==> src/rtl/grp_irq_pkg.sv <==
package grp_irq_pkg;
  localparam int unsigned ADDR_W = 5;
  localparam int unsigned DATA_W = 8;

  localparam logic [ADDR_W-1:0] A_DATA = 5'd0;
  localparam logic [ADDR_W-1:0] A_MODE = 5'd1;
  localparam logic [ADDR_W-1:0] A_STAT = 5'd2;
  localparam logic [ADDR_W-1:0] A_VTAB = 5'd8;

  localparam int unsigned MB_PRIO  = 0;
  localparam int unsigned MB_VSEL  = 1;
  localparam int unsigned MB_POLL  = 2;
  localparam int unsigned MB_GPOL  = 3;
  localparam int unsigned MB_RPOL  = 4;
  localparam int unsigned MB_SELLO = 5;
  localparam int unsigned MB_MMASK = 7;

  localparam logic [DATA_W-1:0] MODE_RST = 8'h80;

  typedef enum logic [1:0] {
    SEL_ISR = 2'd0,
    SEL_IMR = 2'd1,
    SEL_IRR = 2'd2,
    SEL_ACR = 2'd3
  } sel_e;
endpackage

==> src/rtl/grp_irq_prio.sv <==
module grp_irq_prio #(
  parameter int unsigned N     = 8,
  parameter int unsigned IDX_W = $clog2(N)
) (
  input  logic [N-1:0]     req_i,
  output logic             any_o,
  output logic [IDX_W-1:0] idx_o,
  output logic [N-1:0]     oh_o
);
  // scan downward so the lowest set index is the last to assign
  always_comb begin
    idx_o = '0;
    oh_o  = '0;
    for (int i = N - 1; i >= 0; i--) begin
      if (req_i[i]) begin
        idx_o = IDX_W'(i);
        oh_o  = N'(1) << i;
      end
    end
    any_o = |req_i;
  end
endmodule

==> src/rtl/grp_irq_vtab.sv <==
module grp_irq_vtab #(
  parameter int unsigned N     = 8,
  parameter int unsigned W     = 8,
  parameter int unsigned IDX_W = $clog2(N)
) (
  input  logic             clk_i,
  input  logic             rst_ni,
  input  logic             we_i,
  input  logic [IDX_W-1:0] widx_i,
  input  logic [W-1:0]     wdata_i,
  input  logic [IDX_W-1:0] ridx_a_i,
  input  logic [IDX_W-1:0] ridx_b_i,
  output logic [W-1:0]     rdata_a_o,
  output logic [W-1:0]     rdata_b_o
);
  logic [W-1:0] ent_q [N];

  for (genvar g = 0; g < N; g++) begin : g_ent
    always_ff @(posedge clk_i or negedge rst_ni) begin
      if (!rst_ni)                                   ent_q[g] <= '0;
      else if (we_i && widx_i == IDX_W'(g))          ent_q[g] <= wdata_i;
    end
  end

  assign rdata_a_o = ent_q[ridx_a_i];
  assign rdata_b_o = ent_q[ridx_b_i];
endmodule

==> src/rtl/grp_irq_ctrl.sv <==
module grp_irq_ctrl
  import grp_irq_pkg::*;
#(
  parameter int unsigned N        = 8,
  parameter int unsigned VEC_W    = 8,
  parameter int unsigned OUT_W    = VEC_W + 1,
  parameter logic [OUT_W-1:0] VEC_BASE = 9'h100
) (
  input  logic                clk_i,
  input  logic                rst_ni,
  input  logic [ADDR_W-1:0]   addr_i,
  input  logic                wr_i,
  input  logic                rd_i,
  input  logic [DATA_W-1:0]   wdata_i,
  output logic [DATA_W-1:0]   rdata_o,
  input  logic [N-1:0]        src_set_i,
  input  logic [N-1:0]        src_clr_i,
  input  logic                irq_en_i,
  input  logic                ack_i,
  output logic [OUT_W-1:0]    vec_o,
  output logic                irq_o
);
  localparam int unsigned IDX_W = $clog2(N);

  logic [N-1:0]      irr_q, imr_q, isr_q, acr_q;
  logic [N-1:0]      irr_d, imr_d, isr_d, acr_d;
  logic [DATA_W-1:0] mode_q;
  logic [N-1:0]      pend, win_oh;
  logic              pend_any, grp_flag;
  logic [IDX_W-1:0]  win_idx;
  logic [VEC_W-1:0]  vt_rd, vt_win;
  logic              vt_hit, dp_wr, ack_hit;
  logic [IDX_W-1:0]  vt_idx;
  logic [DATA_W-1:0] stat_w, dp_rd, rd_mux;
  sel_e              sel;

  assign pend     = irr_q & ~imr_q;
  assign sel      = sel_e'(mode_q[MB_SELLO+1:MB_SELLO]);
  assign grp_flag = mode_q[MB_MMASK] & ~mode_q[MB_POLL] & pend_any;
  assign irq_o    = grp_flag & irq_en_i;
  assign vt_hit   = (addr_i >= A_VTAB) && (addr_i < A_VTAB + ADDR_W'(N));
  assign vt_idx   = IDX_W'(addr_i - A_VTAB);
  assign dp_wr    = wr_i && addr_i == A_DATA;
  assign ack_hit  = ack_i && pend_any;

  grp_irq_prio #(.N(N)) u_prio (
    .req_i (pend),
    .any_o (pend_any),
    .idx_o (win_idx),
    .oh_o  (win_oh)
  );

  grp_irq_vtab #(.N(N), .W(VEC_W)) u_vtab (
    .clk_i     (clk_i),
    .rst_ni    (rst_ni),
    .we_i      (wr_i && vt_hit),
    .widx_i    (vt_idx),
    .wdata_i   (wdata_i[VEC_W-1:0]),
    .ridx_a_i  (vt_idx),
    .ridx_b_i  (win_idx),
    .rdata_a_o (vt_rd),
    .rdata_b_o (vt_win)
  );

  // order: port write, peripheral set, acknowledge, peripheral clear
  always_comb begin
    irr_d = irr_q;
    imr_d = imr_q;
    isr_d = isr_q;
    acr_d = acr_q;
    if (dp_wr) begin
      unique case (sel)
        SEL_ISR: isr_d = wdata_i[N-1:0];
        SEL_IMR: imr_d = wdata_i[N-1:0];
        SEL_IRR: irr_d = wdata_i[N-1:0];
        SEL_ACR: acr_d = wdata_i[N-1:0];
      endcase
    end
    irr_d = irr_d | src_set_i;
    if (ack_hit) begin
      irr_d = irr_d & ~win_oh;
      if (|(acr_q & win_oh)) isr_d = isr_d & ~win_oh;
      else                   isr_d = isr_d | win_oh;
    end
    irr_d = irr_d & ~src_clr_i;
    isr_d = isr_d & ~src_clr_i;
  end

  always_ff @(posedge clk_i or negedge rst_ni) begin
    if (!rst_ni) begin
      irr_q  <= '0;
      imr_q  <= '0;
      isr_q  <= '0;
      acr_q  <= '0;
      mode_q <= MODE_RST;
    end else begin
      irr_q <= irr_d;
      imr_q <= imr_d;
      isr_q <= isr_d;
      acr_q <= acr_d;
      if (wr_i && addr_i == A_MODE) mode_q <= wdata_i;
    end
  end

  always_ff @(posedge clk_i or negedge rst_ni) begin
    if (!rst_ni)    vec_o <= '0;
    else if (ack_i) vec_o <= ack_hit ? (OUT_W'(vt_win) + VEC_BASE) : '0;
  end

  assign stat_w = {grp_flag, 1'b1, mode_q[MB_PRIO], mode_q[MB_POLL],
                   mode_q[MB_MMASK], 3'(win_idx)};

  always_comb begin
    unique case (sel)
      SEL_ISR: dp_rd = DATA_W'(isr_q);
      SEL_IMR: dp_rd = DATA_W'(imr_q);
      SEL_IRR: dp_rd = DATA_W'(irr_q);
      SEL_ACR: dp_rd = DATA_W'(acr_q);
    endcase
  end

  always_comb begin
    if (vt_hit)                rd_mux = DATA_W'(vt_rd);
    else if (addr_i == A_DATA) rd_mux = dp_rd;
    else if (addr_i == A_MODE) rd_mux = mode_q;
    else if (addr_i == A_STAT) rd_mux = stat_w;
    else                       rd_mux = '0;
  end

  always_ff @(posedge clk_i or negedge rst_ni) begin
    if (!rst_ni)   rdata_o <= '0;
    else if (rd_i) rdata_o <= rd_mux;
  end
endmodule

==> config.mk <==
export PLATFORM = sky130hd
export DESIGN_NAME = grp_irq_ctrl
export DESIGN_NICKNAME = d
export VERILOG_FILES = /design/src/rtl/grp_irq_pkg.sv /design/src/rtl/grp_irq_prio.sv /design/src/rtl/grp_irq_vtab.sv /design/src/rtl/grp_irq_ctrl.sv
export SDC_FILE = /design/constraint.sdc
export NUM_CORES = 1
export LEC_CHECK = 0
export BUFFER_PORTS_ARGS = -buffer_cell sky130_fd_sc_hd__buf_2
export CAP_MARGIN = 20
export CORE_ASPECT_RATIO = 0.75
export CORE_UTILIZATION = 37
export CTS_CLUSTER_DIAMETER = 200
export DETAILED_ROUTE_END_ITERATION = 12
export PLACE_DENSITY = 0.51
export SKIP_CTS_REPAIR_TIMING = 1
export SYNTH_ARGS = -nofsm -noshare
export SYNTH_HDL_FRONTEND = slang
export SYNTH_SLANG_ARGS = --single-unit
==> constraint.sdc <==
create_clock -name clk_i -period 2.6 [get_ports clk_i]
set_clock_uncertainty 0.1 [all_clocks]
set_input_delay 0.26 -clock clk_i [delete_from_list [all_inputs] [get_ports clk_i]]
set_output_delay 0.26 -clock clk_i [all_outputs]
set_load 0.005 [all_outputs]
==> results.sh, run 1 <==
export IMPL_status="finished, final reports clean"
export IMPL_grt_total_usage_pct=22.7
export IMPL_crit_path_start_kind="flop"
export IMPL_ys_async_sr_fraction_pct=100
export IMPL_fmax_ghz=0.411
export IMPL_timing_max_transition_violations_final=0
export IMPL_ir_worst_vdd_mv=0.342
export IMPL_final_hold_viol_count=0
export IMPL_mappedNetlistNets=553
export IMPL_worst_ep_required_time_ns=2.24
export IMPL_finalNetCount=633
export IMPL_synth_simple_area_share_pct=9.35
export IMPL_instances_no_fill=847
export IMPL_tritoncts_num_buffers=17
export IMPL_max_fanout_on_critical_path=5
export IMPL_portBuffers=52
export IMPL_crit_path_capture="irq_o"
export IMPL_synth_compound_area_share_pct=7.83
export IMPL_powerDensity_nw_per_um2=768
export IMPL_synth_main_ff_cell="sky130_fd_sc_hd__dfrtp_1"
export IMPL_antenna_found_initial=0
export IMPL_timing_final_crit_share_pct=93.6
export IMPL_crit_arrival_ns=2.07
export IMPL_gr_total_overflow=0
export IMPL_critPathSlowestCell="sky130_fd_sc_hd__dfrtp_1"
export IMPL_final_common_cell="sky130_fd_sc_hd__dfrtp_1"
export IMPL_grt_max_degree=49
export IMPL_timing_setup_tns_ns=0
export IMPL_placementRows=41
export IMPL_timing_critical_path_cells="or2b_1 > nand4_1 > nor4_2 > nor3b_1 > and2_1 > buf_2"
export IMPL_first_pass_iters=5
export IMPL_number_of_synthesized_flops_with_an_enable_pin=0
export IMPL_setup_viol=0
export IMPL_synth_cell_area_um2=6590
export IMPL_timing_critical_path_from="imr_q[6]"
export IMPL_yosysSeqAreaShare_pct=46.0
export IMPL_n_antenna_cell=0
export IMPL_rr_endpoint="vec_o[4]"
export IMPL_drt_total_wl_mm=19.5
export IMPL_r2r_slack_ns=0.18
export IMPL_area_growth_pct=21.4
export IMPL_clock_latency_ns=0.42
export IMPL_initial_utilization_pct=38.4
export IMPL_timing_slew_headroom_pct=52.3
export IMPL_critical_path_max_stage_delay_ns=0.40
export IMPL_via_count=4775
export IMPL_netlist_cell_type_count=58
export IMPL_timing_setup_critical_path_class="flop to output port"
export IMPL_number_of_nets_still_failing_antenna_checks_after_routing=0
export IMPL_dr_first_iter_drc_count=295
export IMPL_yosys_mux_area_fraction_pct=33.6
export IMPL_power_static_leakage_uw=0.00366
export IMPL_post_drt_via_cell_ratio=5.64
export IMPL_clock_path_buffers=2
export IMPL_wl_per_cell_um=23.0
export IMPL_ys_ff_latch=121
export IMPL_cts_sinks=121
export IMPL_placeableCoreArea_um2=17100
export IMPL_global_route_usage_met3_pct=6.30
export IMPL_route_detailed_drc=0
export IMPL_worst_r2r_path_depth=7
export IMPL_fp_dieArea_um2=18300
export IMPL_grt_setup_unrepaired="false"
export IMPL_dp_cells=803
export IMPL_critPathCaptureType="output port"
export IMPL_grt_met2_usage_pct=32.6
export IMPL_global_route_usage_met1_pct=33.2
export IMPL_via_count_of_the_first_global_routing_pass=4950
export IMPL_tightest_slew_ns=0.714
export IMPL_postSynthCellCount=518
export IMPL_cts_tree="yes"
export IMPL_grt_pass1_wl_mm=30.4
export IMPL_h_tree_depth=4
export IMPL_final_estimated_routing_congestion_in_global_placement=0.922
export IMPL_dieHeight_um=118
export IMPL_drive_above_1_share_pct=42.1
export IMPL_p_total_uw=6140
export IMPL_synth_adder_area_share_pct=0
export IMPL_global_route_hottest_layer="met1"
export IMPL_hpwlAfterDp_mm=13.7
export IMPL_io_pin_count=53
export IMPL_clock_tree_root_cell="sky130_fd_sc_hd__clkbuf_16"
export IMPL_regToRegStartpoint="irr_q[3]"
export IMPL_timing_final_crit_period_ns=2.43
export IMPL_yosysWarnings=0
export IMPL_synth_top_family_by_area="multiplexers"
export IMPL_most_used_cells_in_the_layout_excluding_fill_and_tap_cells="120 x sky130_fd_sc_hd__dfrtp_1, 102 x sky130_fd_sc_hd__mux2_2, 51 x sky130_fd_sc_hd__mux2i_1, 51 x sky130_fd_sc_hd__buf_2, 32 x sky130_fd_sc_hd__buf_4"
export IMPL_syn_area_cell_um2=12.7
export IMPL_cap_viol_max_count=0
export IMPL_whs_path_depth=3
export IMPL_synth_xor_xnor_area_share_pct=0
export IMPL_clkSlewWorstSetupHoldPaths_ns=0.06
export IMPL_dieWidth_um=156
export IMPL_hp_class="input port to flop"
## power by group
| group | internal, uW | switching, uW | total (uW) |
|---|---|---|---|
| Clock | 1650 | 881 | 2530 |
| Sequential | 2180 | 244 | 2430 |
| Combinational | 640 | 546 | 1190 |
## cells by family (layout without fill, tap and decap cells)
group	after synthesis	count (layout)
buffers and inverters	41	134
muxes	178	178
and+or+nand+nor	110	110
DFF	121	121
AOI/OAI and AO/OA	68	68
## metal layers
layer / vias up / part of all wire, %
met5: - / 0
met2: 172 / 44
met3: 20 / 6.7
met1: 2461 / 48
met4: 0 / 1.1
li1: 2122 / -
## registers in the layout, indices dropped and copies added (netlist names)
| signal | cells |
|---|---|
| u_vtab.ent_q | 64 |
| vec_o | 9 |
| acr_q | 8 |
| imr_q | 8 |
| irr_q | 8 |
| isr_q | 8 |
| mode_q | 8 |
| rdata_o | 8 |
## worst max-delay path, delay by kind of cell (launching register included)
family / cells / cell delay, ns
AND/OR/NAND/NOR: 5 / 1.16
flip-flops: 1 / 0.40
buffers and inverters: 1 / 0.10
## final cells by class
type / count / area [um2]
fillers: 1619 / 9140
multi-input cells: 356 / 3370
flip-flops and latches: 121 / 3030
repair buffers: 97 / 656
clock buffers: 20 / 457
well taps: 236 / 295
clock inverters: 12 / 173
inverters: 5 / 18.8
## Yosys cell counts, drive strengths merged (6+ instances only)
| cell type | instances | share of area [%] |
|---|---|---|
| a211o | 7 | 0.93 |
| a211oi | 8 | 0.99 |
| a21oi | 6 | 0.46 |
| buf | 21 | 2.1 |
| clkbuf | 15 | 0.85 |
| dfrtp | 120 | 46 |
| mux2 | 103 | 18 |
| mux2i | 51 | 7.8 |
| mux4 | 24 | 8.2 |
| nand2 | 19 | 1.1 |
| nand2b | 6 | 0.57 |
| nand3 | 6 | 0.46 |
| nor2 | 31 | 1.8 |
| nor2b | 19 | 2.0 |
| o21ai | 7 | 0.53 |
| o22ai | 10 | 1.0 |
## worst min-delay path by stage
stage / start / endpoint / slack, ns
finish: src_set_i[0] / irr_q[0] / 0.004
global route: src_set_i[0] / irr_q[0] / 0.008
CTS: rst_ni / irr_q[4] / -0.20
detailed placement: rst_ni / acr_q[0] / 0.25
global placement: rst_ni / acr_q[0] / 0.24
floorplan: rst_ni / acr_q[0] / -0.14
## through the flow
step	hold WS (ns)	worst slack [ns]	util, %	area, um2
2_1_floorplan	-0.136	0.613	-	6590
4_1_cts	-0.197	0.0271	45.9	7870
3_5_place_dp	0.247	0.196	42.2	7240
6_report	0.00388	0.167	46.7	7990
5_1_grt	0.00829	0.0630	46.7	7990
3_3_place_gp	0.241	0.166	42.2	7240
(Power assumes the default switching activity.)
==> inputs of run 2 (changes only) <==
SYNTH_HIERARCHICAL = 1   (was not set)
==> results.sh, run 2 <==
export IMPL_post_drt_via_cell_ratio=5.54
export IMPL_crit_arrival_ns=2.78
export IMPL_worstPathBufferInverterCount=2
export IMPL_netlist_top_cells_area="sky130_fd_sc_hd__dfrtp_1 45%, sky130_fd_sc_hd__mux2_2 18%, sky130_fd_sc_hd__mux4_1 11%"
export IMPL_r2r_slack_ns=0.01
export IMPL_crit_path_start_kind="flop"
export IMPL_wl_per_cell_um=21.9
export IMPL_io_pin_count=53
export IMPL_reg_top3="u_vtab/ent_q x64, vec_o x9"
export IMPL_postSynthCellCount=505
export IMPL_initial_utilization_pct=37.9
export IMPL_timing_final_crit_period_ns=2.59
export IMPL_ys_async_sr_fraction_pct=100
export IMPL_number_of_synthesized_flops_with_an_enable_pin=0
export IMPL_via_count_of_the_first_global_routing_pass=4670
export IMPL_seq_area_um2=3030
export IMPL_number_of_nets_still_failing_antenna_checks_after_routing=0
export IMPL_synth_cell_area_um2=6690
export IMPL_final_hold_viol_count=0
export IMPL_cts_sinks=121
export IMPL_critical_path_top_delay_family="multiplexers"
export IMPL_area_growth_pct=22.9
export IMPL_power_static_leakage_uw=0.00362
export IMPL_mappedNetlistNets=540
export IMPL_hold_path_end="irr_q[1]"
export IMPL_clock_tree_root_cell="sky130_fd_sc_hd__clkbuf_16"
export IMPL_timing_final_crit_share_pct=99.5
export IMPL_grt_total_usage_pct=21.1
export IMPL_tightest_slew_ns=0.775
export IMPL_powerDensity_nw_per_um2=721
export IMPL_synthMostInstantiatedCell="sky130_fd_sc_hd__dfrtp_1"
export IMPL_n_antenna_cell=0
export IMPL_placement_setup_worst_slack_ns=-0.0159
export IMPL_timing_setup_critical_path_class="flop to flop"
export IMPL_timing_critical_path_cells="nor2b_2 > nor2b_4 > nor2_1 > o41ai_4 > buf_6 > buf_12 > mux4_1 > mux2_2 > nand3_1 > o21ai_0"
export IMPL_drt_total_wl_mm=18.8
export IMPL_first_pass_iters=5
export IMPL_p_total_uw=5920
export IMPL_fillers=1633
export IMPL_route_detailed_drc=0
export IMPL_most_used_cells_in_the_layout_excluding_fill_and_tap_cells="120 x sky130_fd_sc_hd__dfrtp_1, 104 x sky130_fd_sc_hd__mux2_2, 51 x sky130_fd_sc_hd__buf_2"
export IMPL_via_count=4757
export IMPL_largest_register_ffs=64
export IMPL_critPathCaptureType="flop"
export IMPL_syn_area_cell_um2=13.2
export IMPL_finalNetCount=638
export IMPL_cts_tree="yes"
export IMPL_dieWidth_um=157
export IMPL_grt_max_degree=64
export IMPL_timing_critical_path_from="imr_q[7]"
export IMPL_final_estimated_routing_congestion_in_global_placement=0.825
export IMPL_synth_top_area_share_pct=44.9
export IMPL_clock_latency_ns=0.42
export IMPL_critical_path_max_stage_delay_ns=0.54
export IMPL_status="finished, final reports clean"
export IMPL_drive_above_1_share_pct=46.9
export IMPL_min_from="src_set_i[1]"
export IMPL_worst_r2r_path_depth=10
export IMPL_tritoncts_num_buffers=17
export IMPL_critPathSlowestCell="sky130_fd_sc_hd__mux4_1"
export IMPL_regToRegStartpoint="imr_q[7]"
export IMPL_synth_top_cell_by_area="sky130_fd_sc_hd__dfrtp_1"
export IMPL_netlist_cell_type_count=50
export IMPL_whs_path_depth=2
export IMPL_rr_endpoint="vec_o[1]"
export IMPL_post_route_util_pct=46.5
export IMPL_fp_dieArea_um2=18600
export IMPL_worst_slack_ns=0.0136
export IMPL_hpwlAfterDp_mm=12.9
export IMPL_h_tree_depth=4
export IMPL_top_register="u_vtab/ent_q"
export IMPL_hp_class="input port to flop"
export IMPL_gr_total_overflow=0
export IMPL_clock_path_buffers=2
export IMPL_cap_viol_max_count=0
export IMPL_fmax_ghz=0.387
export IMPL_grt_setup_unrepaired="true"
export IMPL_clkSlewWorstSetupHoldPaths_ns=0.06
export IMPL_yosysSeqAreaShare_pct=45.3
export IMPL_yosysWarnings=6
export IMPL_final_common_cell="sky130_fd_sc_hd__dfrtp_1"
export IMPL_hold_ws_ns=0.0106
export IMPL_timing_max_transition_violations_final=0
export IMPL_antenna_found_initial=0
export IMPL_placementRows=42
export IMPL_ir_worst_vdd_mv=0.424
export IMPL_post_synth_most_frequent_cells="120 x sky130_fd_sc_hd__dfrtp_1, 105 x sky130_fd_sc_hd__mux2_2, 29 x sky130_fd_sc_hd__mux4_1"
export IMPL_synth_main_ff_cell="sky130_fd_sc_hd__dfrtp_1"
export IMPL_multiInputGateArea_um2=3450
export IMPL_setup_viol=0
export IMPL_dp_cells=806
export IMPL_dr_first_iter_drc_count=289
export IMPL_max_fanout_on_critical_path=8
export IMPL_timing_slew_headroom_pct=48.3
export IMPL_portBuffers=52
export IMPL_placeableCoreArea_um2=17700
export IMPL_worst_ep_required_time_ns=2.80
export IMPL_instances_no_fill=858
export IMPL_dieHeight_um=118
export IMPL_grt_pass1_wl_mm=28.4
export IMPL_ys_ff_latch=121
-- run 2: changes by cell type after synthesis, sizes merged, moves of 6 or more --
cell    before  now
o31ai        0    6
mux2i       51   22
nor2        31   22
a211oi       8   16
o311a        0    7
mux4        24   33
a21oi        6   15
a211o        7    0
-- run 2: cells by family after synthesis --
logic type | count (synthesis) | share of synthesized area, %
muxes | 160 | 33.7
buffers and inverters | 46 | 3.82
DFF | 121 | 45.3
AOI/OAI and AO/OA | 76 | 7.99
and+or+nand+nor | 102 | 9.15
-- run 2: cell type report --
class,instances,area share (%)
timing repair buffer,114,10.1
clock buffer,18,5.22
multi-input combinational,338,42.0
tap,242,3.69
sequential,121,36.9
clock inverter,14,1.54
inverter,11,0.503
-- run 2: power by group --
| group | switching (uW) | internal (uW) | leakage, uW |
|---|---|---|---|
| sequential | 266 | 2190 | 0.00157 |
| clock | 915 | 1310 | 0.000259 |
| combinational | 511 | 730 | 0.00179 |
-- run 2: per-layer routing --
| metal | part of all wire [%] | vias up | GRT usage, % |
|---|---|---|---|
| met4 | 1.2 | 0 | 6.61 |
| li1 | - | 2138 | - |
| met2 | 44 | 107 | 29.8 |
| met1 | 50 | 2498 | 32.0 |
| met3 | 4.8 | 14 | 4.36 |
| met5 | 0 | - | 0 |
-- run 2: metrics by stage --
step                instance area, um2  setup TNS, ns
detailed placement                7430        -0.0296
finish                            8220              0
floorplan                         6690              0
global route                      8220         -0.579
CTS                               7980         -0.247
global placement                  7430              0
-- run 2: worst max-delay path by stage --
stage,cells after the start,to
floorplan,9,vec_o[6]
global placement,9,vec_o[7]
detailed placement,9,vec_o[4]
CTS,8,irq_o
global route,10,vec_o[7]
finish,10,vec_o[1]
-- run 2: worst register-to-register path, cell delays in order (launching register included) --
cell and delay, ns:
sky130_fd_sc_hd__dfrtp_1 0.40, sky130_fd_sc_hd__nor2b_2 0.15, sky130_fd_sc_hd__nor2b_4 0.16, sky130_fd_sc_hd__nor2_1 0.07
sky130_fd_sc_hd__o41ai_4 0.31, sky130_fd_sc_hd__buf_6 0.18, sky130_fd_sc_hd__buf_12 0.15, sky130_fd_sc_hd__mux4_1 0.54
sky130_fd_sc_hd__mux2_2 0.27, sky130_fd_sc_hd__nand3_1 0.06, sky130_fd_sc_hd__o21ai_0 0.07
==> inputs of run 3 (changes only) <==
MAX_ROUTING_LAYER = met4   (was not set)
REMOVE_ABC_BUFFERS = 1   (was not set)
==> results.sh, run 3 (synthesis gave the netlist of run 2 again) <==
export IMPL_grt_pass1_wl_mm=28.2
export IMPL_fmax_ghz=0.381
export IMPL_crit_path_capture="vec_o[4]"
export IMPL_dieHeight_um=118
export IMPL_critPathCaptureType="flop"
export IMPL_timing_final_crit_share_pct=101
export IMPL_worst_slack_ns=-0.0235
export IMPL_portBuffers=52
export IMPL_instances_no_fill=861
export IMPL_route_detailed_drc=0
export IMPL_final_hold_viol_count=0
export IMPL_timing_final_crit_period_ns=2.62
export IMPL_setup_viol=7
export IMPL_timing_setup_critical_path_class="flop to flop"
export IMPL_timing_critical_path_cells="nor2b_4 > nor2b_4 > nor2_2 > o41ai_4 > buf_4 > buf_12 > mux4_2 > mux2_2 > nand3_1 > o21ai_0"
export IMPL_status="finished, violations left"
export IMPL_most_used_cells_in_the_layout_excluding_fill_and_tap_cells="120 x sky130_fd_sc_hd__dfrtp_1, 104 x sky130_fd_sc_hd__mux2_2, 51 x sky130_fd_sc_hd__buf_2, 51 x sky130_fd_sc_hd__buf_4"
export IMPL_grt_total_usage_pct=21.4
export IMPL_drt_total_wl_mm=18.6
export IMPL_first_pass_iters=4
export IMPL_worstPathBufferInverterCount=2
export IMPL_timing_max_transition_violations_final=0
export IMPL_regToRegStartpoint="imr_q[7]"
export IMPL_placementRows=42
export IMPL_critPathSlowestCell="sky130_fd_sc_hd__mux4_2"
export IMPL_wl_per_cell_um=21.7
export IMPL_cts_tree="yes"
export IMPL_tightest_slew_ns=0.723
export IMPL_min_from="src_set_i[3]"
export IMPL_io_pin_count=53
export IMPL_timing_slew_headroom_pct=51.5
export IMPL_gr_total_overflow=0
export IMPL_critical_path_top_delay_family="multiplexers"
export IMPL_top_register="u_vtab/ent_q"
export IMPL_critical_path_max_stage_delay_ns=0.50
export IMPL_worst_r2r_path_depth=10
export IMPL_tritoncts_num_buffers=17
export IMPL_power_static_leakage_uw=0.00371
export IMPL_dr_first_iter_drc_count=232
export IMPL_cts_sinks=121
export IMPL_number_of_nets_still_failing_antenna_checks_after_routing=0
export IMPL_grt_setup_unrepaired="true"
export IMPL_hpwlAfterDp_mm=12.8
export IMPL_timing_setup_tns_ns=-0.0931
export IMPL_clock_path_buffers=2
export IMPL_clock_tree_root_cell="sky130_fd_sc_hd__clkbuf_16"
export IMPL_max_fanout_on_critical_path=8
export IMPL_ir_worst_vdd_mv=0.392
export IMPL_crit_arrival_ns=2.81
export IMPL_violations_in_the_final_reports="negative setup slack"
export IMPL_post_drt_via_cell_ratio=5.62
export IMPL_n_antenna_cell=0
export IMPL_via_count_of_the_first_global_routing_pass=4748
export IMPL_finalNetCount=641
export IMPL_hp_class="input port to flop"
export IMPL_post_route_util_pct=47.1
export IMPL_final_estimated_routing_congestion_in_global_placement=0.830
export IMPL_grt_max_degree=75
export IMPL_area_growth_pct=24.5
export IMPL_antenna_found_initial=0
export IMPL_dp_cells=810
export IMPL_final_common_cell="sky130_fd_sc_hd__dfrtp_1"
export IMPL_largest_register_ffs=64
export IMPL_placeableCoreArea_um2=17700
export IMPL_rr_endpoint="vec_o[4]"
export IMPL_dieWidth_um=157
export IMPL_via_count=4840
export IMPL_clock_latency_ns=0.42
export IMPL_drive_above_1_share_pct=45.9
export IMPL_initial_utilization_pct=37.9
export IMPL_p_total_uw=6180
export IMPL_h_tree_depth=4
export IMPL_timing_critical_path_from="imr_q[7]"
export IMPL_cpMostUsedCell="sky130_fd_sc_hd__nor2b_4"
export IMPL_worst_ep_required_time_ns=2.78
export IMPL_clkSlewWorstSetupHoldPaths_ns=0.06
export IMPL_reg_top3="u_vtab/ent_q x64, vec_o x9"
export IMPL_powerDensity_nw_per_um2=743
export IMPL_cap_viol_max_count=0
export IMPL_critical_path_depth_in_cells=10
export IMPL_crit_path_start_kind="flop"
export IMPL_r2r_slack_ns=-0.02
export IMPL_fp_dieArea_um2=18600
-- run 3: cell types whose count changed in the layout (fill, tap and decap cells not counted), sizes merged --
cell	delta
clkinv	-2
bufinv	+3
buf	+3
clkinvlp	-2
inv	-1
clkbuf	+2
-- run 3: area by class of cell --
cell class | instances | area [um2]
Timing Repair Buffer | 117 | 845
Sequential cell | 121 | 3030
Tap cell | 242 | 303
Clock inverter | 12 | 171
Inverter | 11 | 41.3
Clock buffer | 20 | 457
Multi-Input combinational cell | 338 | 3480
Fill cell | 1615 | 9340
-- run 3: metrics by stage --
step | instance area, um2 | setup WS [ns] | hold WS (ns)
global placement | 7460 | -0.00740 | 0.152
CTS | 8090 | -0.134 | -0.293
detailed placement | 7460 | -0.0130 | 0.153
finish | 8320 | -0.0235 | 0.0200
floorplan | 6470 | -1.63 | -0.136
global route | 8320 | -0.0990 | 0.0230
-- run 3: where the power goes --
part           internal (uW)  switching [uW]
sequential              2190             243
combinational            720             511
clock                   1650             874
-- run 3: how the worst min path moves through the flow --
stage                     endpoint  slack [ns]  depth (start not counted)
after floorplan           acr_q[0]       -0.14                          0
after global placement    acr_q[6]        0.15                          1
after detailed placement  acr_q[6]        0.15                          1
after CTS                 imr_q[6]       -0.29                          1
after global routing      irr_q[2]        0.02                          2
final                     irr_q[3]        0.02                          2
-- run 3: layer usage --
layer  global-route usage [%]  routed length (um)  vias up
li1                         -                   -     2168
met1                     31.9                9320     2517
met2                     29.2                8160      140
met3                     4.14                 976       15
met4                     6.55                 195        0
met5                        -                   0        -
-- run 3: worst reg2reg max path: cells and delay by family (launching register included) --
| kind | cells | cell delay [ns] |
|---|---|---|
| DFF | 1 | 0.40 |
| buffers and inverters | 2 | 0.34 |
| muxes | 2 | 0.77 |
| AOI/OAI and AO/OA | 2 | 0.48 |
| and+or+nand+nor | 4 | 0.41 |
